### src/rtl/i2c_ctrl_pkg.sv
package i2c_ctrl_pkg;
    localparam logic [7:0] ADDR_WRITE = 8'h00;
    localparam logic [7:0] ADDR_READ  = 8'h01;

    typedef enum logic [2:0] {
        S_IDLE,
        S_ADDR,
        S_ADDR_ACK,
        S_WR_DATA,
        S_WR_ACK,
        S_RD_DATA,
        S_RD_ACK,
        S_IGNORE
    } ctl_state_e;
endpackage

### src/rtl/ctl_line_sync.sv
module ctl_line_sync #(
    parameter int STAGES = 2
) (
    input  logic clk,
    input  logic rst_n,
    input  logic line_i,
    output logic lvl_o,
    output logic rise_o,
    output logic fall_o
);
    logic [STAGES-1:0] chain;
    logic              prev;

    always_ff @(posedge clk or negedge rst_n) begin
        if (!rst_n) begin
            chain <= '1;
            prev  <= 1'b1;
        end else begin
            chain <= {chain[STAGES-2:0], line_i};
            prev  <= chain[STAGES-1];
        end
    end

    assign lvl_o  = chain[STAGES-1];
    assign rise_o = chain[STAGES-1] & ~prev;
    assign fall_o = ~chain[STAGES-1] & prev;
endmodule

### src/rtl/ctl_out_fifo.sv
module ctl_out_fifo #(
    parameter int DEPTH = 16,
    parameter int DW    = 8
) (
    input  logic          clk,
    input  logic          rst_n,
    input  logic          push,
    input  logic [DW-1:0] push_data,
    input  logic          pop,
    input  logic          flush,
    output logic [DW-1:0] rd_data,
    output logic          empty,
    output logic          full
);
    localparam int AW = (DEPTH > 1) ? $clog2(DEPTH) : 1;
    localparam int CW = $clog2(DEPTH + 1);

    logic [DW-1:0] mem [DEPTH];
    logic [AW-1:0] wptr, rptr;
    logic [CW-1:0] cnt;
    logic          do_push, do_pop;

    function automatic logic [AW-1:0] nxt(input logic [AW-1:0] p);
        return (p == AW'(DEPTH - 1)) ? '0 : p + 1'b1;
    endfunction

    assign empty   = (cnt == '0);
    assign full    = (cnt == CW'(DEPTH));
    assign do_push = push && !full && !flush;
    assign do_pop  = pop && !empty && !flush;
    assign rd_data = mem[rptr];

    always_ff @(posedge clk) begin
        if (do_push) mem[wptr] <= push_data;
    end

    always_ff @(posedge clk or negedge rst_n) begin
        if (!rst_n) begin
            wptr <= '0;
            rptr <= '0;
            cnt  <= '0;
        end else if (flush) begin
            wptr <= '0;
            rptr <= '0;
            cnt  <= '0;
        end else begin
            if (do_push) wptr <= nxt(wptr);
            if (do_pop)  rptr <= nxt(rptr);
            if (do_push && !do_pop)      cnt <= cnt + 1'b1;
            else if (do_pop && !do_push) cnt <= cnt - 1'b1;
        end
    end

    AST_NO_OVERFLOW: assert property (@(posedge clk) disable iff (!rst_n)
        cnt <= CW'(DEPTH));
    AST_FLUSH_EMPTIES: assert property (@(posedge clk) disable iff (!rst_n)
        flush |=> empty);
endmodule

### src/rtl/i2c_ctrl_slave.sv
module i2c_ctrl_slave
    import i2c_ctrl_pkg::*;
#(
    parameter int FIFO_DEPTH  = 16,
    parameter int SYNC_STAGES = 2
) (
    input  logic       clk,
    input  logic       rst_n,
    input  logic       scl_i,
    input  logic       sda_i,
    output logic       sda_pull_o,
    output logic       intreq_n_o,
    input  logic       push_valid_i,
    input  logic [7:0] push_data_i,
    output logic       rx_valid_o,
    output logic [7:0] rx_data_o
);
    logic scl_lvl, scl_rise, scl_fall;
    logic sda_lvl, sda_rise, sda_fall;

    ctl_line_sync #(.STAGES(SYNC_STAGES)) u_scl (
        .clk(clk), .rst_n(rst_n), .line_i(scl_i),
        .lvl_o(scl_lvl), .rise_o(scl_rise), .fall_o(scl_fall));
    ctl_line_sync #(.STAGES(SYNC_STAGES)) u_sda (
        .clk(clk), .rst_n(rst_n), .line_i(sda_i),
        .lvl_o(sda_lvl), .rise_o(sda_rise), .fall_o(sda_fall));

    ctl_state_e st, st_n;
    logic [3:0] bitcnt;
    logic [7:0] shreg;
    logic       host_ack, hold, intreq_q;
    logic       pop, flush, fifo_empty, fifo_full;
    logic [7:0] fifo_rd;
    logic       start_det, stop_det, in_read, rel_evt, pending, keep_low;

    ctl_out_fifo #(.DEPTH(FIFO_DEPTH), .DW(8)) u_fifo (
        .clk(clk), .rst_n(rst_n), .push(push_valid_i), .push_data(push_data_i),
        .pop(pop), .flush(flush), .rd_data(fifo_rd),
        .empty(fifo_empty), .full(fifo_full));

    assign start_det = scl_lvl & sda_fall;
    assign stop_det  = scl_lvl & sda_rise;
    assign in_read   = (st == S_RD_DATA) || (st == S_RD_ACK);

    // next-state logic
    always_comb begin
        st_n  = st;
        pop   = 1'b0;
        flush = 1'b0;
        if (stop_det) begin
            st_n  = S_IDLE;
            flush = in_read;
        end else if (start_det) begin
            st_n  = S_ADDR;
            flush = in_read;
        end else begin
            unique case (st)
                S_IDLE, S_IGNORE: st_n = st;
                S_ADDR: if (scl_fall && bitcnt == 4'd8) begin
                    if (shreg == ADDR_WRITE)                    st_n = S_ADDR_ACK;
                    else if (shreg == ADDR_READ && !fifo_empty) st_n = S_ADDR_ACK;
                    else                                        st_n = S_IGNORE;
                end
                S_ADDR_ACK: if (scl_fall) begin
                    if (shreg[0]) begin
                        st_n = S_RD_DATA;
                        pop  = 1'b1;
                    end else begin
                        st_n = S_WR_DATA;
                    end
                end
                S_WR_DATA: if (scl_fall && bitcnt == 4'd8) st_n = S_WR_ACK;
                S_WR_ACK:  if (scl_fall) st_n = S_WR_DATA;
                S_RD_DATA: if (scl_fall && bitcnt == 4'd8) st_n = S_RD_ACK;
                S_RD_ACK: if (scl_fall) begin
                    if (host_ack && !fifo_empty) begin
                        st_n = S_RD_DATA;
                        pop  = 1'b1;
                    end else begin
                        st_n  = S_IGNORE;
                        flush = 1'b1;
                    end
                end
            endcase
        end
    end

    // state register
    always_ff @(posedge clk or negedge rst_n) begin
        if (!rst_n) st <= S_IDLE;
        else        st <= st_n;
    end

    assign rel_evt  = (st == S_RD_DATA) && scl_rise && (bitcnt == 4'd6) && fifo_empty;
    assign pending  = !fifo_empty && !flush;
    assign keep_low = !intreq_q && (st == S_RD_DATA) && (bitcnt <= 4'd6) && !flush;

    // outputs and datapath
    always_ff @(posedge clk or negedge rst_n) begin
        if (!rst_n) begin
            bitcnt     <= '0;
            shreg      <= '0;
            host_ack   <= 1'b0;
            hold       <= 1'b0;
            intreq_q   <= 1'b1;
            rx_valid_o <= 1'b0;
            rx_data_o  <= '0;
        end else begin
            rx_valid_o <= 1'b0;
            if (start_det || st_n != st) begin
                bitcnt <= '0;
            end else if (scl_rise && (st == S_ADDR || st == S_WR_DATA || st == S_RD_DATA)) begin
                bitcnt <= bitcnt + 1'b1;
            end

            if (pop) begin
                shreg <= fifo_rd;
            end else if ((st == S_ADDR || st == S_WR_DATA) && scl_rise) begin
                shreg <= {shreg[6:0], sda_lvl};
            end else if (st == S_RD_DATA && scl_fall && bitcnt != 4'd0 && bitcnt != 4'd8) begin
                shreg <= {shreg[6:0], 1'b0};
            end

            if (st == S_WR_DATA && st_n == S_WR_ACK) begin
                rx_valid_o <= 1'b1;
                rx_data_o  <= shreg;
            end

            if (st == S_RD_ACK && scl_rise) host_ack <= ~sda_lvl;

            if (rel_evt)       hold <= 1'b1;
            else if (scl_rise) hold <= 1'b0;

            if (rel_evt || hold)          intreq_q <= 1'b1;
            else if (pending || keep_low) intreq_q <= 1'b0;
            else                          intreq_q <= 1'b1;
        end
    end

    assign sda_pull_o = (st == S_ADDR_ACK) || (st == S_WR_ACK) ||
                        ((st == S_RD_DATA) && !shreg[7]);
    assign intreq_n_o = intreq_q;

    AST_PULL_SCL_LOW: assert property (@(posedge clk) disable iff (!rst_n)
        $rose(sda_pull_o) |-> !scl_lvl);
    AST_RX_PULSE: assert property (@(posedge clk) disable iff (!rst_n)
        rx_valid_o |=> !rx_valid_o);
    AST_IRQ_FALL_PENDING: assert property (@(posedge clk) disable iff (!rst_n)
        $fell(intreq_n_o) |-> $past(!fifo_empty));
    AST_IRQ_RISE_EMPTY: assert property (@(posedge clk) disable iff (!rst_n)
        $rose(intreq_n_o) |-> $past(fifo_empty || flush));
    AST_NO_PULL_IGNORE: assert property (@(posedge clk) disable iff (!rst_n)
        (st == S_IGNORE) |-> !rx_valid_o || $past(st == S_WR_DATA));
endmodule

### config.mk
export PLATFORM = sky130hd
export DESIGN_NAME = i2c_ctrl_slave
export DESIGN_NICKNAME = d
export VERILOG_FILES = /design/src/rtl/i2c_ctrl_pkg.sv /design/src/rtl/ctl_line_sync.sv /design/src/rtl/ctl_out_fifo.sv /design/src/rtl/i2c_ctrl_slave.sv
export SDC_FILE = /design/constraint.sdc
export NUM_CORES = 1
export LEC_CHECK = 0
export BUFFER_PORTS_ARGS = -buffer_cell sky130_fd_sc_hd__buf_2
export CORE_MARGIN = 5
export CORE_UTILIZATION = 55
export DETAILED_ROUTE_END_ITERATION = 6
export GPL_ROUTABILITY_DRIVEN = 0
export PLACE_DENSITY = 0.83
export SLEW_MARGIN = 10
export SYNTH_ARGS = -nofsm -noshare
export SYNTH_HDL_FRONTEND = slang
export SYNTH_SLANG_ARGS = --single-unit
### constraint.sdc
create_clock -name clk -period 4.7 [get_ports clk]
set_clock_uncertainty 0.2 [all_clocks]
set_input_delay 1.41 -clock clk [delete_from_list [all_inputs] [get_ports clk]]
set_output_delay 1.41 -clock clk [all_outputs]
set_load 0.005 [all_outputs]
# [Word level (Yosys, flattened, before mapping)]
# Memories as Yosys holds them, arrays and structs flattened.
# Cells that the tools add are included.
[word_totals] ff_bits=46 mem_bits_rw=128 inputBits=13 output_inout_bits=11 word_cells=144 memories=1
[classes] addsub=5 magnitude_cmp=1 eq_ne=16 mux=46 bitwise=10 reduce_logical=50
[memory_table] memory="u_fifo.mem" depth=16 width=8 read_ports=1 rd_ports_with_merged_regs=0 write_ports=1 line="ctl_out_fifo.sv:18" rtl="logic [DW-1:0] mem [DEPTH];"
[ops] operator="3-bit two-way mux" n=11
[ops] operator="4-bit two-way mux" n=8
[ops] operator="1-bit logical AND" n=24
[ops] operator="8-bit two-way mux" n=3
[ops] operator="3-bit one-hot mux with 7 select lines" n=1
[ops] operator="1-bit two-way mux" n=18
[ops] operator="3-bit equality test, second input constant" n=5
[ops] operator="5-bit two-way mux" n=3
[ops] operator="4-bit by 1-bit adder with 4-bit output, second input constant" n=3
[ops] operator="4-bit equality test, second input constant" n=3
[ops] operator="8-bit by 1-bit equality test with 1-bit output, second input constant" n=1
[ops] operator="8-bit logical NOT" n=1
[ops] operator="1-bit logical OR" n=8
[ops] operator="2-bit nonzero test" n=4
[ops] operator="1-bit logical NOT" n=7
[ops] operator="1-bit bitwise AND" n=6
[ops] operator="3-bit by 2-bit equality test with 1-bit output, second input constant" n=2
[ops] operator="3-bit nonzero test" n=2
[ops] operator="5-bit by 1-bit adder with 5-bit output, second input constant" n=1
[ops] operator="5-bit equality test, second input constant" n=1
[ops] operator="5-bit logical NOT" n=1
[ops] operator="5-bit by 1-bit subtractor with 5-bit output, second input constant" n=1
[ops] operator="4-bit by 3-bit equality test with 1-bit output, second input constant" n=1
[ops] operator="4-bit by 3-bit less-or-equal comparator with 1-bit output, second input constant" n=1
[ops] operator="9 further kinds" n=12

# [Logic depth before layout (Yosys ltp)]
# Gate-level depths: netlist of run 1.
[logic_depth] depth_word=15 depth_mapped=11 depth_no_buf=10

# [Hierarchy]
# Synthesis of run 1 repeated with hierarchy kept, for this count alone.
[unflattened] cells_unflattened=546 area_unflattened_um2=7727.4
[by_module_without_submodules] mod="ctl_out_fifo" instances=1 cells_per_inst=360 area_per_inst_um2=5983.2 seq_area_each_um2=4169.0
[by_module_without_submodules] mod="i2c_ctrl_slave" instances=1 cells_per_inst=176 area_per_inst_um2=1556.5 seq_area_each_um2=676.9
[by_module_without_submodules] mod="ctl_line_sync" instances=2 cells_per_inst=5 area_per_inst_um2=93.8 seq_area_each_um2=78.8

# [Worst setup path before layout of run 1]
# OpenSTA, ideal clock, no wires.
[synth_path] kind="input to register" start="input port push_valid_i" end="register u_fifo.cnt[4]" setup_ns=0.124 arrival_time_ns=3.100 t_required_ns=4.376 slack_ns=1.276 path_stages=10 n_path_buf=1 path_cell_list="o21ai_1 -> buf_2 -> nor2_1 -> nand2b_1 -> fa_1 -> a21o_1 -> a21oi_1 -> and3_1 -> o21ai_0 -> nor3b_1"
[synth_via] elab_chain_len=5 elab_cells_between_ends=8 cone_classes="2 x mux; 6 x reduce/logical"
[synth_lines] item="start, declared" line="i2c_ctrl_slave.sv:13" rtl="input logic push_valid_i,"
[synth_lines] item="1-bit logical AND * (2 in series)" line="ctl_out_fifo.sv:29" rtl="assign do_push = push && !full && !flush;"
[synth_lines] item="1-bit logical AND / 1-bit logical NOT (equally long branches)" line="ctl_out_fifo.sv:49, ctl_out_fifo.sv:50"
[synth_lines] item="5-bit two-way mux / 1-bit logical AND (equally long branches)" line="ctl_out_fifo.sv:49, ctl_out_fifo.sv:50"
[synth_lines] item="5-bit two-way mux / 3-bit nonzero test (equally long branches)"
[synth_lines] item="end signal, assigned" line="ctl_out_fifo.sv:49" rtl="if (do_push && !do_pop) cnt <= cnt + 1'b1;"
[synth_lines] item="end signal, assigned" line="ctl_out_fifo.sv:50" rtl="else if (do_pop && !do_push) cnt <= cnt - 1'b1;"
[synth_lines] item="end, declared" line="ctl_out_fifo.sv:20" rtl="logic [CW-1:0] cnt;"
# Mark *: on every way between the ends. The rest lies on a longest branch, timed or not.
# A chain may end at the register's enable or synchronous reset.

# [Worst setup path in the final report of run 1]
[layout_path] start="register st[2]" end="output port sda_pull_o"
[layout_via] elab_chain_len=3 elab_cells_between_ends=6 cone_classes="3 x eq/ne; 3 x reduce/logical"
[layout_lines] item="start, declared" line="i2c_ctrl_slave.sv:28" rtl="ctl_state_e st, st_n;"
[layout_lines] item="start signal, assigned" line="i2c_ctrl_slave.sv:91" rtl="else st <= st_n;"
[layout_lines] item="3-bit by 2-bit equality test with 1-bit output (tied with other cells)" line="i2c_ctrl_slave.sv:140" rtl="assign sda_pull_o = (st == S_ADDR_ACK) || (st == S_WR_ACK) ||"
[layout_lines] item="1-bit logical OR / 1-bit logical AND (equally long branches)" line="i2c_ctrl_slave.sv:140, i2c_ctrl_slave.sv:141"
[layout_lines] item="1-bit logical OR *" line="i2c_ctrl_slave.sv:140"
[layout_lines] item="end, declared" line="i2c_ctrl_slave.sv:11" rtl="output logic sda_pull_o,"
# Marks and branches as above.

==> flow_summary.ini, run 1 <==
[drt]
wl_per_cell_um = 21.6
num_vias = 4272
remaining_drc_errors = 0
first_iter_violations = 329
final_antenna_net_count = 0
routed_via_density = 6.09
drt_first_pass_iters = 5
routed_wl_um = 15100

[run_status]
outcome = completed

[timing]
fin_hold_ws_ns = 0.158
maxSlewViolCount = 0
fin_crit_ns = 3.37
tightest_slew_ns = 1.03
report.final.hold_viol_count = 0
setup_viol_count_final = 0
timing.slew.headroom = 0.314
rsz0062_at_grt = false
timing.final.ws_setup_ns = 1.33
post-route-period-util = 0.716
fin_setup_tns_ns = 0
fmax_mhz = 297

[logic_synthesis]
async_reset_ff_frac = 0.264
syn_nets = 509
synth_ff_type = edfxtp_1
syn_area_per_cell_um2 = 15.8
synth_enable_flop_cells = 128
yosysSeqAreaShare = 0.657
yosys.cell_types.count = 60
yosys_register_bits = 174
syn-cell-area_um2 = 7620
synth_warnings = 0
netlist_instances = 483

[final_layout]
finalInstanceArea_um2 = 8490
fillCellCount = 957
syn_to_final_growth_pct = 11.4
final_nets = 536
num_antenna_cells = 0
final_layout_size_suffix_gt1_frac = 0.243

[critical_path]
endpoint = sda_pull_o
critical-path-max-stage-delay_ns = 0.59
worstPathArrival_ns = 1.76
critPathLaunch = st[2]$_DFF_PN0_
worstPathMaxFanout = 12
cp-end-kind = output pin
r2r-start = st[0]$_DFF_PN0_
reg2reg_to = u_fifo.cnt[4]$_DFFE_PN0P_
r2r_cells = 10
worstSetupPathType = reg -> out
cpMaxStageDelayCell = dfrtp_1
cp_cell_sequence = inv_1, a211oi_1, a21o_1, buf_2
worstSetupStartpointType = register
r2r_setup_slack_ns = 1.41
required_ns = 3.09

[cts]
clock_latency_ns = 0.43
cts_tree = done
clock-root-buffer = clkbuf_16
numCtsBuffers = 17
ctsHoldBuffers = 0
cts_resized = 0
cts_buffer_depth = 2
htreeDepth = 4
cts_setup_buffers = 0
cts.clk_slew.worst_paths_ns = 0.06
cts_sinks = 174

[pwr]
leakagePower_uw = 0.00298
ir_drop_v = 0.000403
powerDensity_nw_per_um2 = 515
report.power.total_uw = 4370

[placed_design]
portBuffers = 23
place_area_um2 = 7920
dp_hpwl_um = 9690
pre_cts_ws_ns = 0.983

[floorplan]
num_rows = 43
die_x_um = 128
core_area_um2 = 13700
start_util = 0.555
ios = 24
die_y_um = 128
die_area_um2 = 16300

[global_routing]
grt_pass1_vias = 4229
grt-ovfl-total = 0
antenna_found_initial = 0
grt_first_pass_wirelength_um = 23600
grt_max_degree = 47
grt_use_total = 0.194

[min_path]
hold_path.class = reg -> reg

[run]
maxCapViolCount = 0
[how the worst min path moves through the flow]
stage,cells past startpoint,slack [ns],from,end
4_1_cts,0,0.16,u_scl.chain[0]$_DFF_PN1_,u_scl.chain[1]$_DFF_PN1_
5_1_grt,0,0.16,u_scl.chain[0]$_DFF_PN1_,u_scl.chain[1]$_DFF_PN1_
3_3_place_gp,0,0.15,u_scl.chain[0]$_DFF_PN1_,u_scl.chain[1]$_DFF_PN1_
2_1_floorplan,0,0.15,u_scl.chain[0]$_DFF_PN1_,u_scl.chain[1]$_DFF_PN1_
6_report,0,0.16,u_scl.chain[0]$_DFF_PN1_,u_scl.chain[1]$_DFF_PN1_
3_5_place_dp,0,0.15,u_scl.chain[0]$_DFF_PN1_,u_scl.chain[1]$_DFF_PN1_
[registers in the layout, indices dropped and copies added, names as in the netlist, 2 cells and up]
register	cells
u_fifo.mem	128
rx_data_o	8
shreg	8
u_fifo.cnt	5
bitcnt	4
u_fifo.rptr	4
u_fifo.wptr	4
st	3
u_scl.chain	2
u_sda.chain	2
[critical path, delay by kind of cell (launching register included)]
| kind | cells | cell delay [ns] |
|---|---|---|
| AO/OA/AOI/OAI | 2 | 0.38 |
| buffers and inverters | 2 | 0.36 |
| flip-flops | 1 | 0.59 |
[cell usage in the layout (no fill, tap or decap), types with 2 or more instances in the layout]
cell	n
dfrtp_1	38
mux2_2	16
nor2_1	19
o21ai_0	15
xor2_1	8
clkbuf_16	17
nand4_1	2
edfxtp_1	128
o22ai_1	2
inv_1	10
nor3_1	13
ha_1	12
nand2_1	36
a211o_1	2
inv_8	2
a21o_1	3
nor3b_1	2
nor2b_1	4
mux2i_1	27
a21oi_1	17
o2bb2ai_1	2
xnor2_1	2
and2_1	8
and3_1	2
buf_4	11
dfstp_2	7
mux4_2	32
clkinv_4	4
clkinvlp_4	2
buf_2	23
nor4_1	5
nand2b_1	5
clkinv_1	2
a22oi_1	3
nand3_1	7
nand3b_1	2
a22o_1	2
[cells in the mapped netlist (all sizes together) (2+ instances only)]
cell       n  area share
a22o       2      0.0023
dfrtp     39        0.13
dfstp      7       0.024
nor2      20       0.010
and3       2      0.0016
nor3      13      0.0085
buf       15       0.010
and2       8      0.0066
nor2b      4      0.0033
a22oi      3      0.0030
mux2i     27       0.035
edfxtp   128        0.50
mux4      32       0.095
a211oi     3      0.0053
or4        2      0.0025
xor2       8      0.0092
a211o      2      0.0023
o21ai     16       0.011
o2bb2ai    2      0.0023
nor3b      2      0.0020
nand2     36       0.018
clkbuf    11      0.0056
xnor2      2      0.0023
ha        12       0.020
nand3      7      0.0046
a21oi     17       0.011
o31ai      2      0.0038
nor4       6      0.0069
mux2      16       0.024
nand3b     2      0.0020
o22ai      2      0.0016
a21o       3      0.0030
nand4      2      0.0016
inv       10      0.0049
nand2b     5      0.0041
[cells by family after synthesis]
logic type / count (synthesis) / share of synthesized area
flip-flops: 174 / 0.657
AND/OR/NAND/NOR: 113 / 0.0783
multiplexers: 75 / 0.154
AO/OA/AOI/OAI: 62 / 0.0568
buffers and inverters: 36 / 0.0207
adder cells (fa/ha/maj): 13 / 0.0223
XOR/XNOR: 10 / 0.0115
[metrics by stage]
stage,cells,util
4_1_cts,702,0.619
5_1_grt,702,0.619
2_1_floorplan,483,-
6_report,702,0.619
3_3_place_gp,671,0.578
3_5_place_dp,671,0.578
[where the power goes]
part / internal, uW / switching (uW) / total (uW) / leakage (uW)
registers: 1850 / 242 / 2090 / 0.00174
logic: 422 / 515 / 938 / 0.000963
clock network: 737 / 599 / 1340 / 0.000271
total: 3010 / 1360 / 4370 / 0.00298
[layout make-up]
type / count / area, um2 / area share
tap: 180 / 225 / 0.0265
clock buffer: 17 / 425 / 0.0501
clock inverter: 14 / 140 / 0.0165
multi-input combinational: 273 / 2460 / 0.290
inverter: 10 / 37.5 / 0.00442
timing repair buffer: 34 / 198 / 0.0233
sequential: 174 / 5000 / 0.590
[routing by layer]
layer | global-route usage | up-vias | wire length, um
met4 | 0.0687 | 0 | 386
met1 | 0.268 | 2151 | 6380
met3 | 0.0471 | 28 | 1010
li1 | - | 1913 | -
met2 | 0.306 | 180 | 7360
met5 | 0 | - | 0
No activity file was read; power rests on OpenSTA's default activity.
==> run 2, diff against run 1 <==
clock period = 3.2 ns   (was 4.7 ns; I/O delays follow)
==> flow_summary.ini, run 2 (synthesized netlist as in run 1, its figures left out) <==
[run_status]
outcome = finished, violations left
failed_checks = design-rule violations

[critical_path]
r2r_setup_slack_ns = 0.17
critPathLaunch = u_fifo.cnt[1]$_DFFE_PN0P_
cp_cell_sequence = nor4_4, a211oi_4, nor2_2, nand2b_1, fa_1, a21o_1, a21oi_1, and3_1, o21ai_0, nor3b_1
crit_family = simple AND/OR/NAND/NOR gates
worstPathArrival_ns = 3.13
r2r-start = u_fifo.cnt[1]$_DFFE_PN0P_
worstPathMaxFanout = 5
critical-path-max-stage-delay_ns = 0.49
cp.buffers_inverters = 0
required_ns = 3.30
worstSetupStartpointType = register
cpMaxStageDelayCell = fa_1
cp-end-kind = register
worstSetupPathType = reg -> reg

[placed_design]
portBuffers = 23
dp_hpwl_um = 9750
pre_cts_ws_ns = 0.0435

[cts]
cts_tree = done
cts_buffer_depth = 2
cts_sinks = 174
numCtsBuffers = 17
clock-root-buffer = clkbuf_16
htreeDepth = 4
ctsHoldBuffers = 0
cts.clk_slew.worst_paths_ns = 0.07
clock_latency_ns = 0.43

[final_layout]
fin_util = 0.630
final_common_cell = edfxtp_1
num_antenna_cells = 0
fillCellCount = 949
reg_top3 = u_fifo.mem (128), rx_data_o (8), shreg (8)
largest_reg_flops = 128
final_nets = 549
multi_input_area_um2 = 2460
layout_common_cells = edfxtp_1 (128), dfrtp_1 (38), nand2_1 (36)
syn_to_final_growth_pct = 13.4
regArea_um2 = 5000
final_layout_size_suffix_gt1_frac = 0.267
largest_register = u_fifo.mem

[floorplan]
die_x_um = 128
core_area_um2 = 13700
num_rows = 43
die_area_um2 = 16300
die_y_um = 128
start_util = 0.555
ios = 24

[global_routing]
antenna_found_initial = 0
met3_usage = 0.0475
grt_use_total = 0.206
gr-usage-met2 = 0.355
use_met1 = 0.257
busiest_layer = met2
grt_first_pass_wirelength_um = 25200
grt_max_degree = 47
grt-ovfl-total = 0
grt_pass1_vias = 4533

[drt]
num_vias = 4423
drt_first_pass_iters = 7
first_iter_violations = 566
routed_via_density = 6.19
final_antenna_net_count = 0
wl_per_cell_um = 22.2
remaining_drc_errors = 2
routed_wl_um = 15900

[pwr]
ir_drop_v = 0.000589
leakagePower_uw = 0.00306
powerDensity_nw_per_um2 = 773

[timing]
maxSlewViolCount = 0
report.final.hold_viol_count = 0
post-route-period-util = 0.946
fmax_mhz = 330
tightest_slew_ns = 0.854
timing.slew.headroom = 0.430
setup_viol_count_final = 0
fin_crit_ns = 3.03
timing.final.ws_setup_ns = 0.172

[min_path]
hold_path.class = reg -> reg
hold_path.startpoint = u_scl.chain[0]$_DFF_PN1_

[run]
maxCapViolCount = 0
[run 2: repair_timing]
action                                  CTS  global route
resized for setup                         0             1
setup buffers                             0             2
endpoints found under the setup margin    0             1
[run 2: report_power, final]
| part | switching, uW | internal [uW] | total [uW] | leakage [uW] |
|---|---|---|---|---|
| combinational | 893 | 685 | 1580 | 0.00103 |
| clock | 884 | 1240 | 2120 | 0.000288 |
| sequential | 254 | 2720 | 2980 | 0.00174 |
[run 2: final cells by class]
cell class / count / share of cell area
tap: 180 / 0.0261
timing repair buffer: 47 / 0.0356
multi-input combinational: 273 / 0.285
clock inverter: 14 / 0.0210
sequential: 174 / 0.579
inverter: 10 / 0.00434
clock buffer: 17 / 0.0492
[run 2: stage by stage]
stage	instance area, um2	instances	hold slack [ns]	setup TNS, ns	power (uW)
after floorplan	7620	483	0.145	0	4080
after global placement	8020	682	0.151	0	4440
final	8640	715	0.160	0	6680
after global routing	8640	715	0.165	-0.0171	6990
after CTS	8630	713	0.162	0	6680
after detailed placement	8020	682	0.150	0	4530
[run 2: path summary, 6_finish.rpt]
path	end	cells after the start
worst max-delay path	u_fifo.cnt[4]$_DFFE_PN0P_	10
max in group asynchronous	u_fifo.rptr[0]$_DFFE_PN0P_	2
worst max register to register	u_fifo.cnt[4]$_DFFE_PN0P_	10
worst min register to register	u_scl.chain[1]$_DFF_PN1_	0
worst min-delay path	u_scl.chain[1]$_DFF_PN1_	0
min in group asynchronous	hold$_DFFE_PN0P_	2
[run 2: per-layer routing]
metal,up-vias,share of wire
li1,1944,-
met1,2240,0.39
met2,195,0.53
met3,44,0.059
met4,0,0.024
met5,-,0
==> run 3, diff against run 2 <==
==> constraint.sdc (replaced) <==
create_clock -name clk -period 3.2 [get_ports clk]
set_clock_uncertainty 0.2 [all_clocks]
set_input_delay 0.64 -clock clk [delete_from_list [all_inputs] [get_ports clk]]
set_output_delay 0.64 -clock clk [all_outputs]
set_load 0.005 [all_outputs]
==> flow_summary.ini, run 3 (synthesized netlist as in run 1, its figures left out) <==
[final_layout]
fin_util = 0.630
final_layout_size_suffix_gt1_frac = 0.272
final_nets = 553
final_common_cell = edfxtp_1
layout_common_cells = edfxtp_1 (128), dfrtp_1 (38), nand2_1 (36)
reg_top3 = u_fifo.mem (128), rx_data_o (8), shreg (8)
largest_register = u_fifo.mem
syn_to_final_growth_pct = 13.4
num_antenna_cells = 0
largest_reg_flops = 128

[critical_path]
worstPathArrival_ns = 3.17
r2r_cells = 10
crit_family = simple AND/OR/NAND/NOR gates
required_ns = 3.30
worstSetupStartpointType = register
worstPathMaxFanout = 5
cpMaxStageDelayCell = fa_1
cp_cell_sequence = nor4_4, a211oi_4, nor2_1, nand2b_1, fa_1, a21o_1, a21oi_1, and3_1, o21ai_0, nor3b_1
cp.depth = 10
critical-path-max-stage-delay_ns = 0.50
cp.buffers_inverters = 0
worstSetupPathType = reg -> reg
cp-end-kind = register

[drt]
first_iter_violations = 467
remaining_drc_errors = 0
wl_per_cell_um = 21.9
drt_first_pass_iters = 5
wirelength_met1_um = 6360
num_vias = 4418
met2_length_um = 8380
final_antenna_net_count = 0
routed-wl-met3_um = 807
routed_wl_um = 15700
top_layer = met4
routed_via_density = 6.14

[min_path]
hold_path.class = in -> async

[timing]
tightest_slew_ns = 0.837
setup_viol_count_final = 0
fin_crit_ns = 3.07
post-route-period-util = 0.961
maxSlewViolCount = 0
fin_setup_tns_ns = 0
fmax_mhz = 325
report.final.hold_viol_count = 0
timing.slew.headroom = 0.441

[run]
maxCapViolCount = 0

[cts]
cts_sinks = 174
cts.clk_slew.worst_paths_ns = 0.07
clock-root-buffer = clkbuf_16
cts_tree = done
cts_buffer_depth = 2
htreeDepth = 4
clock_latency_ns = 0.43
numCtsBuffers = 17

[global_routing]
grt_first_pass_wirelength_um = 25100
grt_max_degree = 31
antenna_found_initial = 0
grt_use_total = 0.204
grt-ovfl-total = 0
grt_pass1_vias = 4503

[run_status]
outcome = completed

[placed_design]
portBuffers = 23
dp_hpwl_um = 9780

[pwr]
ir_drop_v = 0.000618
report.power.total_uw = 6560
leakagePower_uw = 0.00307
powerDensity_nw_per_um2 = 759

[floorplan]
core_area_um2 = 13700
die_y_um = 128
num_rows = 43
start_util = 0.555
die_area_um2 = 16300
die_x_um = 128
ios = 24
-- run 3: cell count changes in the layout (fill, tap and decap cells not counted), moves of 2 or more --
cell and delta:
clkinv_4 +2, bufinv_16 -3, clkinv_8 +2, buf_4 +4
-- run 3: power breakdown --
part | switching, uW | total, uW | internal (uW)
logic | 894 | 1590 | 697
clock network | 952 | 1990 | 1030
registers | 257 | 2980 | 2720
total | 2100 | 6560 | 4460
-- run 3: layout make-up --
type / instances / area, um2
Clock inverter: 15 / 149
Tap cell: 180 / 225
Timing Repair Buffer: 51 / 338
Sequential cell: 174 / 5000
Fill cell: 950 / 5080
Inverter: 10 / 37.5
Multi-Input combinational cell: 273 / 2460
Clock buffer: 17 / 425
-- run 3: routing by layer --
layer,vias up,GRT usage
met5,-,0
met2,172,0.353
li1,1954,-
met3,24,0.0446
met4,0,0.0574
met1,2268,0.262
-- run 3: worst paths after layout --
check                                             to  slack [ns]                      start
max in group asynchronous       shreg[5]$_DFFE_PN0P_        2.18                      rst_n
min in group clk            u_sda.chain[0]$_DFF_PN1_        0.12                      sda_i
max reg2reg                u_fifo.cnt[4]$_DFFE_PN0P_        0.13  u_fifo.cnt[2]$_DFFE_PN0P_
min reg2reg                 u_scl.chain[1]$_DFF_PN1_        0.16   u_scl.chain[0]$_DFF_PN1_
max                        u_fifo.cnt[4]$_DFFE_PN0P_        0.13  u_fifo.cnt[2]$_DFFE_PN0P_
min                            bitcnt[3]$_DFFE_PN0P_        0.02                      rst_n
-- run 3: stage by stage --
stage                     worst slack, ns  cells  instance area, um2  hold WS [ns]
after floorplan                     0.318    483                7620         0.144
after global placement              0.316    684                8030         0.155
after detailed placement            0.162    684                8030         0.150
after CTS                           0.148    716                8610        0.0238
after global routing              -0.0269    720                8640        0.0440
final                               0.126    720                8640        0.0180
-- run 3: timing repair --
item | CTS | global route
gates resized for setup | 0 | 0
buffers inserted | 0 | 4
setup endpoints to repair | 0 | 1
hold buffers | 0 | 0
-- run 3: worst register-to-register path: cells and delay by family, from the launching register on --
family / cells / cell delay [ns]
flip-flops: 1 / 0.45
AND/OR/NAND/NOR: 5 / 1.23
adder cells (fa/ha/maj): 1 / 0.50
AO/OA/AOI/OAI: 4 / 0.57
